`src/rtl/ctx_pkg.sv`:
```
package ctx_pkg;

  // Decision taken by the scheduler in one cycle
  typedef enum logic [1:0] {
    ACT_HOLD   = 2'd0,
    ACT_SWAP   = 2'd1,
    ACT_RETIRE = 2'd2
  } ctx_act_e;

endpackage

```
`src/rtl/ctx_regbank.sv`:
```
module ctx_regbank #(
  parameter int NUM_REGS = 8,
  parameter int DATA_W   = 32,
  localparam int RIDX_W  = (NUM_REGS > 1) ? $clog2(NUM_REGS) : 1
) (
  input  logic              clk,
  input  logic              rst_n,
  input  logic              act_sel,
  input  logic              cpu_en,
  input  logic              cpu_we,
  input  logic [RIDX_W-1:0] cpu_waddr,
  input  logic [DATA_W-1:0] cpu_wdata,
  input  logic [RIDX_W-1:0] cpu_raddr,
  output logic [DATA_W-1:0] cpu_rdata,
  input  logic              ld_we,
  input  logic [RIDX_W-1:0] ld_idx,
  input  logic [DATA_W-1:0] ld_data,
  input  logic [RIDX_W-1:0] wb_idx,
  output logic [DATA_W-1:0] wb_data
);

  logic [DATA_W-1:0] bank_w [2][NUM_REGS];

  for (genvar b = 0; b < 2; b++) begin : g_bank
    for (genvar i = 0; i < NUM_REGS; i++) begin : g_reg
      logic              cpu_hit;
      logic              ld_hit;
      logic              reg_en;
      logic [DATA_W-1:0] reg_d;
      logic [DATA_W-1:0] reg_q;

      // CPU writes reach only the active bank, preload only the standby bank
      always_comb begin
        cpu_hit = cpu_en && cpu_we && (act_sel == 1'(b)) && (cpu_waddr == RIDX_W'(i));
        ld_hit  = ld_we && (act_sel != 1'(b)) && (ld_idx == RIDX_W'(i));
        reg_en  = cpu_hit || ld_hit;
        reg_d   = cpu_hit ? cpu_wdata : ld_data;
      end

      always_ff @(posedge clk or negedge rst_n) begin
        if (!rst_n) begin
          reg_q <= '0;
        end else if (reg_en) begin
          reg_q <= reg_d;
        end
      end

      assign bank_w[b][i] = reg_q;
    end
  end

  always_comb begin
    cpu_rdata = cpu_en ? bank_w[act_sel][cpu_raddr] : '0;
    wb_data   = bank_w[~act_sel][wb_idx];
  end

endmodule

```
`src/rtl/ctx_xfer.sv`:
```
module ctx_xfer #(
  parameter int NUM_TASKS = 8,
  parameter int NUM_REGS  = 8,
  parameter int DATA_W    = 32,
  localparam int TID_W    = (NUM_TASKS > 1) ? $clog2(NUM_TASKS) : 1,
  localparam int RIDX_W   = (NUM_REGS > 1) ? $clog2(NUM_REGS) : 1,
  localparam int MADDR_W  = TID_W + RIDX_W
) (
  input  logic               clk,
  input  logic               rst_n,
  input  logic               ld_start,
  input  logic [TID_W-1:0]   ld_tid,
  input  logic               wb_start,
  input  logic [TID_W-1:0]   wb_tid,
  output logic               mem_rd_en,
  output logic [MADDR_W-1:0] mem_rd_addr,
  input  logic [DATA_W-1:0]  mem_rd_data,
  output logic               bank_we,
  output logic [RIDX_W-1:0]  bank_idx,
  output logic [DATA_W-1:0]  bank_data,
  output logic               ld_busy,
  output logic               ld_done,
  output logic               mem_wr_en,
  output logic [MADDR_W-1:0] mem_wr_addr,
  output logic [RIDX_W-1:0]  wb_idx,
  output logic               wb_busy
);

  localparam logic [RIDX_W-1:0] LAST_IDX = RIDX_W'(NUM_REGS - 1);

  logic              rd_act_q, rd_act_d;
  logic [RIDX_W-1:0] rd_cnt_q, rd_cnt_d;
  logic [TID_W-1:0]  rd_tid_q;
  logic              rd_tid_en;
  logic              cap_v_q;
  logic [RIDX_W-1:0] cap_idx_q;
  logic              wr_act_q, wr_act_d;
  logic [RIDX_W-1:0] wr_cnt_q, wr_cnt_d;
  logic [TID_W-1:0]  wr_tid_q;
  logic              wr_tid_en;

  // Read issue walks 0..LAST; data lands one cycle later in the capture stage
  always_comb begin
    rd_tid_en = ld_start && !rd_act_q;
    if (rd_act_q) begin
      rd_act_d = (rd_cnt_q != LAST_IDX);
      rd_cnt_d = rd_cnt_q + 1'b1;
    end else begin
      rd_act_d = ld_start;
      rd_cnt_d = '0;
    end
  end

  always_comb begin
    wr_tid_en = wb_start && !wr_act_q;
    if (wr_act_q) begin
      wr_act_d = (wr_cnt_q != LAST_IDX);
      wr_cnt_d = wr_cnt_q + 1'b1;
    end else begin
      wr_act_d = wb_start;
      wr_cnt_d = '0;
    end
  end

  always_ff @(posedge clk or negedge rst_n) begin
    if (!rst_n) begin
      rd_act_q  <= 1'b0;
      rd_cnt_q  <= '0;
      cap_v_q   <= 1'b0;
      cap_idx_q <= '0;
      wr_act_q  <= 1'b0;
      wr_cnt_q  <= '0;
    end else begin
      rd_act_q  <= rd_act_d;
      rd_cnt_q  <= rd_cnt_d;
      cap_v_q   <= rd_act_q;
      cap_idx_q <= rd_cnt_q;
      wr_act_q  <= wr_act_d;
      wr_cnt_q  <= wr_cnt_d;
    end
  end

  always_ff @(posedge clk or negedge rst_n) begin
    if (!rst_n) begin
      rd_tid_q <= '0;
    end else if (rd_tid_en) begin
      rd_tid_q <= ld_tid;
    end
  end

  always_ff @(posedge clk or negedge rst_n) begin
    if (!rst_n) begin
      wr_tid_q <= '0;
    end else if (wr_tid_en) begin
      wr_tid_q <= wb_tid;
    end
  end

  always_comb begin
    mem_rd_en   = rd_act_q;
    mem_rd_addr = {rd_tid_q, rd_cnt_q};
    bank_we     = cap_v_q;
    bank_idx    = cap_idx_q;
    bank_data   = mem_rd_data;
    ld_busy     = rd_act_q || cap_v_q;
    ld_done     = cap_v_q && (cap_idx_q == LAST_IDX);
    mem_wr_en   = wr_act_q;
    mem_wr_addr = {wr_tid_q, wr_cnt_q};
    wb_idx      = wr_cnt_q;
    wb_busy     = wr_act_q;
  end

endmodule

```
`src/rtl/ctx_sched.sv`:
```
module ctx_sched #(
  parameter int NUM_TASKS = 8,
  parameter int BID_W     = 4,
  localparam int TID_W    = (NUM_TASKS > 1) ? $clog2(NUM_TASKS) : 1
) (
  input  logic             clk,
  input  logic             rst_n,
  input  logic [TID_W-1:0] win_id,
  input  logic [BID_W-1:0] win_bid,
  input  logic             stall,
  input  logic             ld_busy,
  input  logic             ld_done,
  input  logic             wb_busy,
  output logic             act_sel,
  output logic             run_valid,
  output logic [TID_W-1:0] run_id,
  output logic             ld_start,
  output logic [TID_W-1:0] ld_tid,
  output logic             wb_start,
  output logic [TID_W-1:0] wb_tid
);

  import ctx_pkg::*;

  logic             sel_q, sel_d;
  logic             run_v_q, run_v_d;
  logic [TID_W-1:0] run_id_q, run_id_d;
  logic [BID_W-1:0] run_bid_q, run_bid_d;
  logic             sb_v_q, sb_v_d;
  logic [TID_W-1:0] sb_id_q, sb_id_d;
  logic [TID_W-1:0] pend_id_q;
  logic             pend_en;

  logic     bid_any;
  logic     foreign;
  logic     may_take;
  ctx_act_e act;

  always_comb begin
    bid_any  = |win_bid;
    foreign  = bid_any && (!run_v_q || (win_id != run_id_q));
    may_take = !run_v_q || stall || (win_bid > run_bid_q);

    if (sb_v_q && foreign && (win_id == sb_id_q) && may_take) begin
      act = ACT_SWAP;
    end else if (run_v_q && !bid_any && !ld_busy && !wb_busy) begin
      act = ACT_RETIRE;
    end else begin
      act = ACT_HOLD;
    end

    // Speculative fill: start as soon as a foreign winner shows up
    ld_start = foreign && !sb_v_q && !ld_busy && !wb_busy;
    pend_en  = ld_start;
    ld_tid   = win_id;
    wb_start = (act == ACT_RETIRE) || ((act == ACT_SWAP) && run_v_q);
    wb_tid   = run_id_q;
  end

  always_comb begin
    sel_d     = sel_q;
    run_v_d   = run_v_q;
    run_id_d  = run_id_q;
    run_bid_d = run_bid_q;
    sb_v_d    = sb_v_q;
    sb_id_d   = sb_id_q;

    unique case (act)
      ACT_SWAP: begin
        sel_d     = ~sel_q;
        run_v_d   = 1'b1;
        run_id_d  = sb_id_q;
        run_bid_d = win_bid;
        sb_v_d    = 1'b0;
      end
      ACT_RETIRE: begin
        sel_d   = ~sel_q;
        run_v_d = 1'b0;
        sb_v_d  = 1'b0;
      end
      default: begin
        if (run_v_q && bid_any && (win_id == run_id_q)) begin
          run_bid_d = win_bid;
        end
        if (ld_done) begin
          sb_v_d  = 1'b1;
          sb_id_d = pend_id_q;
        end else if (sb_v_q && (!bid_any || (win_id != sb_id_q))) begin
          sb_v_d = 1'b0;
        end
      end
    endcase
  end

  always_ff @(posedge clk or negedge rst_n) begin
    if (!rst_n) begin
      sel_q     <= 1'b0;
      run_v_q   <= 1'b0;
      run_id_q  <= '0;
      run_bid_q <= '0;
      sb_v_q    <= 1'b0;
      sb_id_q   <= '0;
    end else begin
      sel_q     <= sel_d;
      run_v_q   <= run_v_d;
      run_id_q  <= run_id_d;
      run_bid_q <= run_bid_d;
      sb_v_q    <= sb_v_d;
      sb_id_q   <= sb_id_d;
    end
  end

  always_ff @(posedge clk or negedge rst_n) begin
    if (!rst_n) begin
      pend_id_q <= '0;
    end else if (pend_en) begin
      pend_id_q <= win_id;
    end
  end

  assign act_sel   = sel_q;
  assign run_valid = run_v_q;
  assign run_id    = run_id_q;

endmodule

```
`src/rtl/ctx_switch_ctrl.sv`:
```
module ctx_switch_ctrl #(
  parameter int NUM_TASKS = 8,
  parameter int NUM_REGS  = 8,
  parameter int DATA_W    = 32,
  parameter int BID_W     = 4,
  localparam int TID_W    = (NUM_TASKS > 1) ? $clog2(NUM_TASKS) : 1,
  localparam int RIDX_W   = (NUM_REGS > 1) ? $clog2(NUM_REGS) : 1,
  localparam int MADDR_W  = TID_W + RIDX_W
) (
  input  logic               clk,
  input  logic               rst_n,
  input  logic [TID_W-1:0]   win_id,
  input  logic [BID_W-1:0]   win_bid,
  input  logic               stall,
  input  logic               cpu_we,
  input  logic [RIDX_W-1:0]  cpu_waddr,
  input  logic [DATA_W-1:0]  cpu_wdata,
  input  logic [RIDX_W-1:0]  cpu_raddr,
  output logic [DATA_W-1:0]  cpu_rdata,
  output logic               mem_rd_en,
  output logic [MADDR_W-1:0] mem_rd_addr,
  input  logic [DATA_W-1:0]  mem_rd_data,
  output logic               mem_wr_en,
  output logic [MADDR_W-1:0] mem_wr_addr,
  output logic [DATA_W-1:0]  mem_wr_data,
  output logic               run_valid,
  output logic [TID_W-1:0]   run_id,
  output logic               idle
);

  logic [1:0]        rst_sync_q;
  logic              core_rst_n;
  logic              act_sel;
  logic              ld_start, ld_busy, ld_done;
  logic [TID_W-1:0]  ld_tid;
  logic              wb_start, wb_busy;
  logic [TID_W-1:0]  wb_tid;
  logic              bank_we;
  logic [RIDX_W-1:0] bank_idx;
  logic [DATA_W-1:0] bank_data;
  logic [RIDX_W-1:0] wb_idx;

  // Asynchronous assertion, synchronous release
  always_ff @(posedge clk or negedge rst_n) begin
    if (!rst_n) begin
      rst_sync_q <= '0;
    end else begin
      rst_sync_q <= {rst_sync_q[0], 1'b1};
    end
  end
  assign core_rst_n = rst_sync_q[1];

  ctx_sched #(
    .NUM_TASKS (NUM_TASKS),
    .BID_W     (BID_W)
  ) u_sched (
    .clk       (clk),
    .rst_n     (core_rst_n),
    .win_id    (win_id),
    .win_bid   (win_bid),
    .stall     (stall),
    .ld_busy   (ld_busy),
    .ld_done   (ld_done),
    .wb_busy   (wb_busy),
    .act_sel   (act_sel),
    .run_valid (run_valid),
    .run_id    (run_id),
    .ld_start  (ld_start),
    .ld_tid    (ld_tid),
    .wb_start  (wb_start),
    .wb_tid    (wb_tid)
  );

  ctx_xfer #(
    .NUM_TASKS (NUM_TASKS),
    .NUM_REGS  (NUM_REGS),
    .DATA_W    (DATA_W)
  ) u_xfer (
    .clk         (clk),
    .rst_n       (core_rst_n),
    .ld_start    (ld_start),
    .ld_tid      (ld_tid),
    .wb_start    (wb_start),
    .wb_tid      (wb_tid),
    .mem_rd_en   (mem_rd_en),
    .mem_rd_addr (mem_rd_addr),
    .mem_rd_data (mem_rd_data),
    .bank_we     (bank_we),
    .bank_idx    (bank_idx),
    .bank_data   (bank_data),
    .ld_busy     (ld_busy),
    .ld_done     (ld_done),
    .mem_wr_en   (mem_wr_en),
    .mem_wr_addr (mem_wr_addr),
    .wb_idx      (wb_idx),
    .wb_busy     (wb_busy)
  );

  ctx_regbank #(
    .NUM_REGS (NUM_REGS),
    .DATA_W   (DATA_W)
  ) u_bank (
    .clk       (clk),
    .rst_n     (core_rst_n),
    .act_sel   (act_sel),
    .cpu_en    (run_valid),
    .cpu_we    (cpu_we),
    .cpu_waddr (cpu_waddr),
    .cpu_wdata (cpu_wdata),
    .cpu_raddr (cpu_raddr),
    .cpu_rdata (cpu_rdata),
    .ld_we     (bank_we),
    .ld_idx    (bank_idx),
    .ld_data   (bank_data),
    .wb_idx    (wb_idx),
    .wb_data   (mem_wr_data)
  );

  assign idle = !run_valid;

endmodule

```
`config.mk`:
```
export PLATFORM = sky130hd
export DESIGN_NAME = ctx_switch_ctrl
export DESIGN_NICKNAME = d
export VERILOG_FILES = /design/src/rtl/ctx_pkg.sv /design/src/rtl/ctx_regbank.sv /design/src/rtl/ctx_xfer.sv /design/src/rtl/ctx_sched.sv /design/src/rtl/ctx_switch_ctrl.sv
export SDC_FILE = /design/constraint.sdc
export NUM_CORES = 1
export LEC_CHECK = 0
export CORE_ASPECT_RATIO = 1.25
export CORE_MARGIN = 5
export CORE_UTILIZATION = 36
export CTS_CLUSTER_DIAMETER = 100
export DETAILED_ROUTE_END_ITERATION = 6
export GPL_ROUTABILITY_DRIVEN = 0
export PLACE_DENSITY = 0.56
export SYNTH_ARGS = -nofsm -noshare
export SYNTH_HDL_FRONTEND = slang
export SYNTH_SLANG_ARGS = --single-unit
```
`constraint.sdc`:
```
create_clock -name clk -period 32.5 [get_ports clk]
set_clock_uncertainty 0.15 [all_clocks]
set_input_delay 4.875 -clock clk [delete_from_list [all_inputs] [get_ports clk]]
set_output_delay 4.875 -clock clk [all_outputs]
set_load 0.05 [all_outputs]
```
* Word-level counts from Yosys, hierarchy flattened
Index checks and enable logic that the tools add are counted.
** Cells by class
- Add/sub/neg operators :: 2
- $lt $le $gt $ge :: 5
- Equal/unequal tests :: 22
- Muxes and demuxes :: 41
- Bitwise operators :: 7
- Reduce and logical (&&, ||, !) cells :: 91
** Operator list (number)
- $mux 256 :: 6
- $mux 32 :: 21
- $bmux 32 s3 :: 2
- $logic_and 1x1->1 :: 54
- $eq 3x3->1 const B :: 8
- $logic_or 1x1->1 :: 22
- $eq 3x2->1 const B :: 4
- $ge 4x4->1 const B :: 2
- $not 3->4 :: 2
- $pmux 4 s2 :: 1
- $add 3x1->3 const B :: 2
- $eq 3x1->1 const B :: 2
- $eq 3x3->1 :: 2
- $logic_not 1->1 :: 6
- $logic_not 3->1 :: 2
- $mux 3 :: 2
- $ne 3x3->1 :: 2
- $ne 3x3->1 const B :: 2
- $mux 1 :: 5
- $ge 2x2->1 const B :: 2
- $gt 4x4->1 :: 1
- $mux 2 :: 2
- $mux 4 :: 1
- $not 1->2 :: 2
- 9 further kinds :: 13
** Word-level totals
- Flip-flop bits (word level) :: 548
- Bits of input ports :: 81
- Output and inout bits :: 83

* Logic depth before layout (Yosys ltp)
Gate-level depths: netlist of run 1.
- Word-level depth :: 11
- Mapped depth :: 9
- Depth with buffers taken out :: 8

* Modules after synthesis
Synthesis of run 1 repeated with hierarchy kept, for this count alone.
** Second synthesis, totals
- Cell total of the unflattened synthesis :: 3312
- Area, all modules :: 33900.0 um2
** By module, submodules not included
- ctx_regbank :: instances 1, cells each 3157, area each 31974.4 um2, sequential area each 12812.3 um2
- ctx_sched :: instances 1, cells each 73, area each 939.7 um2, sequential area each 400.4 um2
- ctx_xfer :: instances 1, cells each 78, area each 928.4 um2, sequential area each 450.4 um2
- ctx_switch_ctrl :: instances 1, cells each 4, area each 57.6 um2, sequential area each 50.0 um2

* Worst setup path after synthesis of run 1
No wires, ideal clock.
- Kind :: input -> output
- Start :: in cpu_raddr[1]
- End :: out cpu_rdata[15]
- Arrival time :: 6.620 ns
- Required time :: 27.475 ns
- Slack :: 20.855 ns
- Stages on the path :: 5
- Buffers on the path :: 2
- Path through :: buf_6 -> buf_2 -> mux4_2 -> mux4_2 -> and2_1
** Between the ends
- Word-level cells in the longest chain between the ends :: 5
** Ends and longest elaborated chain
- start: declaration :: line ctx_switch_ctrl.sv:18 : input logic [RIDX_W-1:0] cpu_raddr,
- $not 3->4 (implied by the code) :: line ctx_regbank.sv:53 : cpu_rdata = cpu_en ? bank_w[act_sel][cpu_raddr] : '0;
- $bmux 32 s3 :: line ctx_regbank.sv:53
- $mux 32 (implied by the code) (2 in series) :: line ctx_regbank.sv:53
- $mux 32 :: line ctx_regbank.sv:53
- end: declaration :: line ctx_switch_ctrl.sv:19 : output logic [DATA_W-1:0] cpu_rdata,
Every way passes these cells. The select of a mux whose other input is x is not followed.

* Worst setup path after layout of run 1
- Start :: in cpu_raddr[1]
- End :: out cpu_rdata[0]
Same word-level chain as after synthesis.

==> results of run 1 <==
-- cell type report --
type | count | area [sq um]
fillers | 8451 | 53860
multi-input cells | 2013 | 18040
flip-flops and latches | 548 | 13730
repair buffers | 212 | 2009
clock buffers | 78 | 1617
well taps | 1197 | 1498
clock inverters | 31 | 432.9
inverters | 8 | 30.03
diodes | 5 | 12.51
-- cells in the final DEF, fill, tap and decap left out, drive strengths merged, types with 5 or more instances in the layout --
master         count
clkinv            17
xor2               7
clkbuf            78
bufinv            10
diode              5
nand2            395
mux4             320
nor3              11
a21oi            163
o21ai            325
nor2             180
and2              37
clkdlybuf4s50    160
nor2b              5
a22oi             29
ha                 8
buf               52
inv               10
mux2              19
mux2i            483
nand3              5
dfrtp            548
-- registers in the layout, indices dropped and copies added, names as in the netlist --
| register | cells |
|---|---|
| rst_sync_q | 2 |
| u_bank.g_bank.g.reg_q | 512 |
| u_sched.act_sel | 1 |
| u_sched.pend_id_q | 3 |
| u_sched.run_bid_q | 4 |
| u_sched.run_id | 3 |
| u_sched.run_valid | 1 |
| u_sched.sb_id_q | 3 |
| u_sched.sb_v_q | 1 |
| u_xfer.bank_idx | 3 |
| u_xfer.bank_we | 1 |
| u_xfer.mem_rd_en | 1 |
| u_xfer.mem_wr_en | 1 |
| u_xfer.rd_cnt_q | 3 |
| u_xfer.rd_tid_q | 3 |
| u_xfer.wb_idx | 3 |
| u_xfer.wr_tid_q | 3 |
-- metal layers --
layer | part of all wire (%) | routed length (um) | global-route usage (%) | up-vias
li1 | - | - | - | 10480
met1 | 38 | 45280 | 30.03 | 12770
met2 | 49 | 57980 | 39.68 | 1202
met3 | 7.6 | 8987 | 4.296 | 308
met4 | 5.0 | 5945 | 10.45 | 8
met5 | 0.038 | 45 | 0 | -
-- cell families after synthesis --
logic type | count (synthesis)
mux | 822
simple gates | 653
flops | 548
compound gates | 522
buf+inv | 332
fa+ha+maj | 8
xor+xnor | 7
other cells | 1
-- how the worst max path moves through the flow --
stage                  start                            endpoint
6_report        cpu_raddr[1]                        cpu_rdata[0]
5_1_grt         cpu_raddr[1]                       cpu_rdata[27]
4_1_cts         cpu_raddr[1]                        cpu_rdata[0]
3_5_place_dp    cpu_raddr[1]                        cpu_rdata[0]
3_3_place_gp    cpu_raddr[1]                        cpu_rdata[0]
2_1_floorplan  rst_sync_q[1]  u_bank.g_bank[0].g_reg[0].reg_q[0]
-- power by group through the flow --
stage                     clock network, W  logic, W  registers [W]
after floorplan                          0   0.00140        0.00122
after global placement                   0   0.00180        0.00134
after detailed placement                 0   0.00187        0.00136
after CTS                         0.000740   0.00187        0.00135
after global routing              0.000766   0.00199        0.00139
final                             0.000726   0.00186        0.00136
-- worst max-delay path, cell delays in order --
cell,delay [ps]
sky130_fd_sc_hd__buf_8,720
sky130_fd_sc_hd__buf_4,850
sky130_fd_sc_hd__mux4_2,610
sky130_fd_sc_hd__mux4_2,480
sky130_fd_sc_hd__and2_1,250
sky130_fd_sc_hd__clkdlybuf4s50_1,730
-- through the flow --
step                      area (sq um)  power [W]
final                            37370   0.003944
after CTS                        37360   0.003958
after global placement           35310   0.003139
after detailed placement         35310   0.003224
after floorplan                  33040   0.002626
after global routing             37360   0.004145
==> implementation parameters, run 1 <==
Parameter                              Value

Power and ir drop
  Net switching power    0.001585 W
  Pwr per Cell Area    105.5 nW/um^2
  Part of the total power dissipated in sequential elements    34.4%
  Worst VDD drop    0.06807 mV
  Internal power    0.002359 W
  Portion of total power attributed to the clock network    18.4%
  Net switching fraction of the power    40.18%
  Leakage    14.43 nW
  Combinational group share of total power    47.1%

Timing
  Final worst path period need    13660 ps
  Portion of the clock cycle consumed by the worst path in the final layout    42.03%
  Fin. max-slew vios    0
  Peak Freq    73.20 MHz
  Unrepaired setup endpoints after global routing    false
  Actual slew at the worst max-slew pin    1242 ps
  Number of setup violations in the final report    0
  Hold violation count in the final report    0
  Max_slew headroom    16.88%
  Sum of negative setup slack    0 ps
  Min setup slack post-route    18840 ps
  Hold slack    202.3 ps

Logic synthesis
  Leading cell types by total area after synthesis    sky130_fd_sc_hd__dfrtp_1 (42%), sky130_fd_sc_hd__mux4_2 (22%), sky130_fd_sc_hd__mux2i_1 (15%), sky130_fd_sc_hd__o21ai_0 (4.6%), sky130_fd_sc_hd__nand2_1 (4.5%)
  Post-synthesis share of cell area spent on and, or, nand and nor gates    8.211%
  Main combinational cell family by area after synthesis    multiplexers
  Cell area after synthesis    33040 sq um
  Share of cell area taken by muxes after synthesis    37.10%
  Number of warnings issued by yosys    0
  Number of flops mapped to enable cells by yosys    0
  Total of flip-flops plus latches after synthesis    548
  Proportion of synthesized flip-flops having asynchronous set or reset    100.0%
  Most repeated cell in the gate-level netlist after synthesis    sky130_fd_sc_hd__dfrtp_1
  Post-synth top area share    41.51%
  Synth Flop Type    sky130_fd_sc_hd__dfrtp_1
  Cell accounting for the most synthesized area    sky130_fd_sc_hd__dfrtp_1
  Sequential area share after synthesis    41.51%
  Top cells by count, synth    sky130_fd_sc_hd__dfrtp_1 (548), sky130_fd_sc_hd__mux2i_1 (483), sky130_fd_sc_hd__nand2_1 (394)
  Xor and xnor fraction of the mapped netlist area    0.1856%
  Number of cells produced by synthesis    2893
  Adder-cell area share of the yosys netlist    0.3030%
  Compound-Gate Fraction of Synth Area    8.253%
  Net count after synthesis    2982
  Post-synthesis area per instance    11.42 sq um
  Count of unique library cells instantiated by Yosys    45

CTS
  CTS tree    built
  Clock transition at path regs    60 ps
  Insertion delay to the later sink of the worst-skew pair    660 ps
  Max Buffers Root-to-Sink    3
  Number of CTS-inserted buffers    58
  Total setup buffers inserted after CTS    0
  H-tree levels    2
  Count of hold buffers inserted by post-cts repair    0
  Clock root cell    sky130_fd_sc_hd__clkbuf_16
  CTS sink count    548
  Post-cts sizing count    0

Finish
  Utilization of the core after routing    40.97%
  Share of post-route cells with drive strength above 1    18.48%
  Layout area overhead    13.13%
  Nets    2930
  Final Non-Filler Cells    4092

GRT
  Total global routing track utilization    23.64%
  Sum of overflow across all layers after global routing    0
  Antenna violations before repair    11
  Via count of the first global-routing pass    25510
  Maximum number of pins on one net before global-route repair    153
  Global-route wire length before repair    174400 um

Setup path
  Setup slack on the worst flop-to-flop path    28900 ps
  Worst Path Max Fanout    85
  Capturing element type of the critical path    primary output
  Crit path arrival time    8640 ps
  Path type of the worst setup path    in2out
  Worst r2r src    rst_sync_q[1]
  R2r worst-path depth    3
  Required time worst endpoint    27470 ps
  Startpoint type of the worst setup path    input pin
  Reg2Reg Capture Point    u_bank.g_bank[1].g_reg[3].reg_q[8]

Die
  Number of top-level pins    164
  Placeable core area    91230 sq um
  Die area    97960 sq um
  Die X    280.9 um
  Initial Utilization    36.21%
  Die boundary height    348.7 um
  Number of rows created at floorplan    124

Place
  Worst setup timing slack at the placement stage    18750 ps
  Quantity of I/O buffers inserted on ports    163
  Estimated wirelength of the detail-placed design    65250 um
  Post-Place Cells    3978

Routing
  DR vias    24760
  Post-DR vias/cell    6.052
  Detailed-route wire length per cell    28.89 um
  Total detailed-routing wirelength    118200 um
  Antenna Violating Nets Remaining    0
  Count of routing violations after the opening detailed-route iteration    2559
  Drt pass-1 iters    6
  DRC    0

Status
  Status    completed

Min path
  Worst hold path type    reg2async

Flow run
  Total of max-cap violations    0
(Power assumes the default switching activity.)
==> run 2: changes to the inputs <==
--- a/config.mk
+++ b/config.mk
@@ -11,7 +11,7 @@
 export CTS_CLUSTER_DIAMETER = 100
 export DETAILED_ROUTE_END_ITERATION = 6
 export GPL_ROUTABILITY_DRIVEN = 0
-export PLACE_DENSITY = 0.56
+export PLACE_DENSITY = 0.58
 export SYNTH_ARGS = -nofsm -noshare
 export SYNTH_HDL_FRONTEND = slang
 export SYNTH_SLANG_ARGS = --single-unit
==> constraint.sdc (replaced) <==
create_clock -name clk -period 12.2 [get_ports clk]
set_clock_uncertainty 0.15 [all_clocks]
set_input_delay 1.83 -clock clk [delete_from_list [all_inputs] [get_ports clk]]
set_output_delay 1.83 -clock clk [all_outputs]
set_load 0.05 [all_outputs]
==> run 2 against run 1 <==
Routed wire length fell by 4.9%. Worst hold slack improved by 1.6 ps. Worst setup slack got worse by 14000 ps. Sequential power rose to 2.6 times the previous value. Flip-flop and latch count did not move. Cell count decreased by 0.12%. Clock-buffer cell count grew 13. Clock power grew to 2.6 times the previous value. Register-to-register slack worse by 21000 ps. Power grew to 2.6 times the previous value. Largest cell class unchanged. Non-clock buffer count is 6 lower.
==> implementation parameters, run 2 (synthesis results as in run 1) <==
Parameter                              Value

Status
  Status    completed

CTS
  CTS sink count    548 (unchanged)
  H-tree levels    2 (unchanged)
  Count of hold buffers inserted by post-cts repair    0 (unchanged)
  Insertion delay to the later sink of the worst-skew pair    650 ps (about the same)
  Post-cts sizing count    0 (unchanged)
  Clock root cell    sky130_fd_sc_hd__clkbuf_16
  Clock transition at path regs    60 ps (about the same)
  Number of CTS-inserted buffers    57 (-1.7%)
  Total setup buffers inserted after CTS    0 (unchanged)
  CTS tree    built
  Max Buffers Root-to-Sink    3 (unchanged)

Die
  Initial Utilization    36.21% (unchanged)
  Number of top-level pins    164 (unchanged)
  Number of rows created at floorplan    124 (unchanged)
  Die X    280.9 um (unchanged)
  Placeable core area    91230 sq um (unchanged)
  Die boundary height    348.7 um (unchanged)
  Die area    97960 sq um (unchanged)

GRT
  Sum of overflow across all layers after global routing    0 (unchanged)
  Antenna violations before repair    14 (+3)
  Global-route wire length before repair    166000 um (-4.8%)
  Via count of the first global-routing pass    23650 (-7.3%)
  Maximum number of pins on one net before global-route repair    153 (unchanged)
  Total global routing track utilization    22.60% (-1.0 points)

Routing
  DRC    0 (unchanged)
  Post-DR vias/cell    5.852 (-3.3%)
  Count of routing violations after the opening detailed-route iteration    2729 (+6.6%)
  Detailed-route wire length per cell    27.52 um (-4.7%)
  Drt pass-1 iters    6 (unchanged)
  Total detailed-routing wirelength    112500 um (-4.9%)
  Antenna Violating Nets Remaining    0 (unchanged)
  DR vias    23920 (-3.4%)

Finish
  Leading cell type in the layout, fill and taps excluded    sky130_fd_sc_hd__dfrtp_1
  Largest register by flop count    u_bank.g_bank.g.reg_q
  Commonest cells after routing, fill and taps aside    sky130_fd_sc_hd__dfrtp_1 (542), sky130_fd_sc_hd__mux2i_1 (483), sky130_fd_sc_hd__nand2_1 (388), sky130_fd_sc_hd__mux4_2 (320), sky130_fd_sc_hd__o21ai_0 (303)
  Share of post-route cells with drive strength above 1    18.12% (-0.36 points)
  Layout area overhead    12.95%
  Number of filler instances in the final layout    8575 (+1.5%)
  Flip-flop count of the largest register, all copies and words added    512 (unchanged)
  Nets    2923 (-0.24%)
  Largest registers ranked by flip-flop count    u_bank.g_bank.g.reg_q x512, u_sched.run_bid_q x4

Power and ir drop
  Worst VDD drop    0.2180 mV (+220%)
  PnR Total Power    0.01035 W (+160%)
  Net switching power    0.004128 W (+160%)
  Net switching fraction of the power    39.88% (-0.31 points)
  Leakage    14.38 nW (-0.35%)
  Portion of total power attributed to the clock network    18.2% (-0.2 points)
  Internal power    0.006223 W (+160%)
  Part of the total power dissipated in sequential elements    34.4% (about the same)
  Pwr per Cell Area    277.4 nW/um^2 (+160%)
  Combinational group share of total power    47.4% (+0.3 points)

Timing
  Sum of negative setup slack    0 ps (unchanged)
  Actual slew at the worst max-slew pin    1172 ps (-70.45 ps)
  Unrepaired setup endpoints after global routing    false
  Max_slew headroom    21.63% (+4.7 points)
  Portion of the clock cycle consumed by the worst path in the final layout    61.18%
  Fin. max-slew vios    0 (unchanged)
  Peak Freq    134.0 MHz
  Hold violation count in the final report    0 (unchanged)
  Final worst path period need    7464 ps
  Number of setup violations in the final report    0 (unchanged)

Place
  Estimated wirelength of the detail-placed design    60520 um (-7.2%)
  Quantity of I/O buffers inserted on ports    163 (unchanged)

Setup path
  Path type of the worst setup path    in2out
  Worst Path Max Fanout    89 (+4.7%)
  Startpoint type of the worst setup path    input pin
  Capturing element type of the critical path    primary output
  Crit path arrival time    5480 ps (-3160 ps)
  Required time worst endpoint    10220 ps (-17250 ps)

Min path
  Worst hold path type    reg2reg

Flow run
  Total of max-cap violations    0 (unchanged)
==> run 2: cell types whose count changed in the layout (fill, tap and decap cells not counted), sizes merged <==
cell,before,now
clkbuf,78,91
clkinv,17,7
buf,52,46
bufinv,10,4
diode,5,9
clkinvlp,2,3
inv,10,9
==> run 2: critical path, cell delays in order <==
cell and delay, ps:
sky130_fd_sc_hd__buf_8 730, sky130_fd_sc_hd__buf_4 810, sky130_fd_sc_hd__mux4_2 590, sky130_fd_sc_hd__mux4_2 550, sky130_fd_sc_hd__and2_1 180, sky130_fd_sc_hd__clkdlybuf4s50_1 700
==> run 2: per-layer routing <==
metal	vias up	wire length, um	global-route usage (%)
met1	12270	45830	30.95
met2	980	54720	36.81
met3	191	8529	4.450
met5	-	40	0
li1	10480	-	-
met4	6	3378	6.617
==> run 2: final cells by class <==
type | count | area (sq um) | share of cell area, %
timing repair buffer | 206 | 1977 | 5.298
clock inverter | 15 | 236.5 | 0.6338
antenna | 9 | 22.52 | 0.06036
multi-input combinational | 2013 | 18050 | 48.39
clock buffer | 91 | 1764 | 4.728
tap | 1197 | 1498 | 4.014
inverter | 8 | 30.03 | 0.08048
sequential | 548 | 13730 | 36.80
==> run 2: metrics by stage <==
step	worst slack (ps)	instance area (sq um)	instances	hold WS [ps]	utilization (%)
final	4736	37310	4087	204.0	40.90
after CTS	4597	37290	4078	207.5	40.88
after floorplan	3132	33040	2893	181.1	-
after global routing	4405	37300	4081	210.4	40.88
after global placement	4681	35290	3972	184.2	38.68
after detailed placement	4584	35290	3972	193.4	38.68
==> run 2: final timing paths <==
kind / start / end / slack, ps / cells past startpoint
setup / recovery: cpu_raddr[1] / cpu_rdata[5] / 4740 / 6
hold / removal: rst_sync_q[0] / rst_sync_q[1] / 200 / 0
setup reg to reg: u_sched.act_sel / u_bank.g_bank[0].g_reg[4].reg_q[18] / 7810 / 6
hold reg to reg: rst_sync_q[0] / rst_sync_q[1] / 200 / 0
max in group asynchronous: rst_sync_q[1] / u_xfer.wb_idx[1] / 9180 / 2
min in group asynchronous: rst_sync_q[1] / u_bank.g_bank[1].g_reg[6].reg_q[24] / 270 / 0
==> run 2: power by group through the flow <==
stage	Combinational [W]	Sequential, W	Clock [W]
CTS	0.00494	0.00354	0.00192
global route	0.00525	0.00367	0.00198
floorplan	0.00374	0.00325	0
finish	0.00491	0.00356	0.00188
detailed placement	0.00494	0.00356	0
global placement	0.00484	0.00355	0
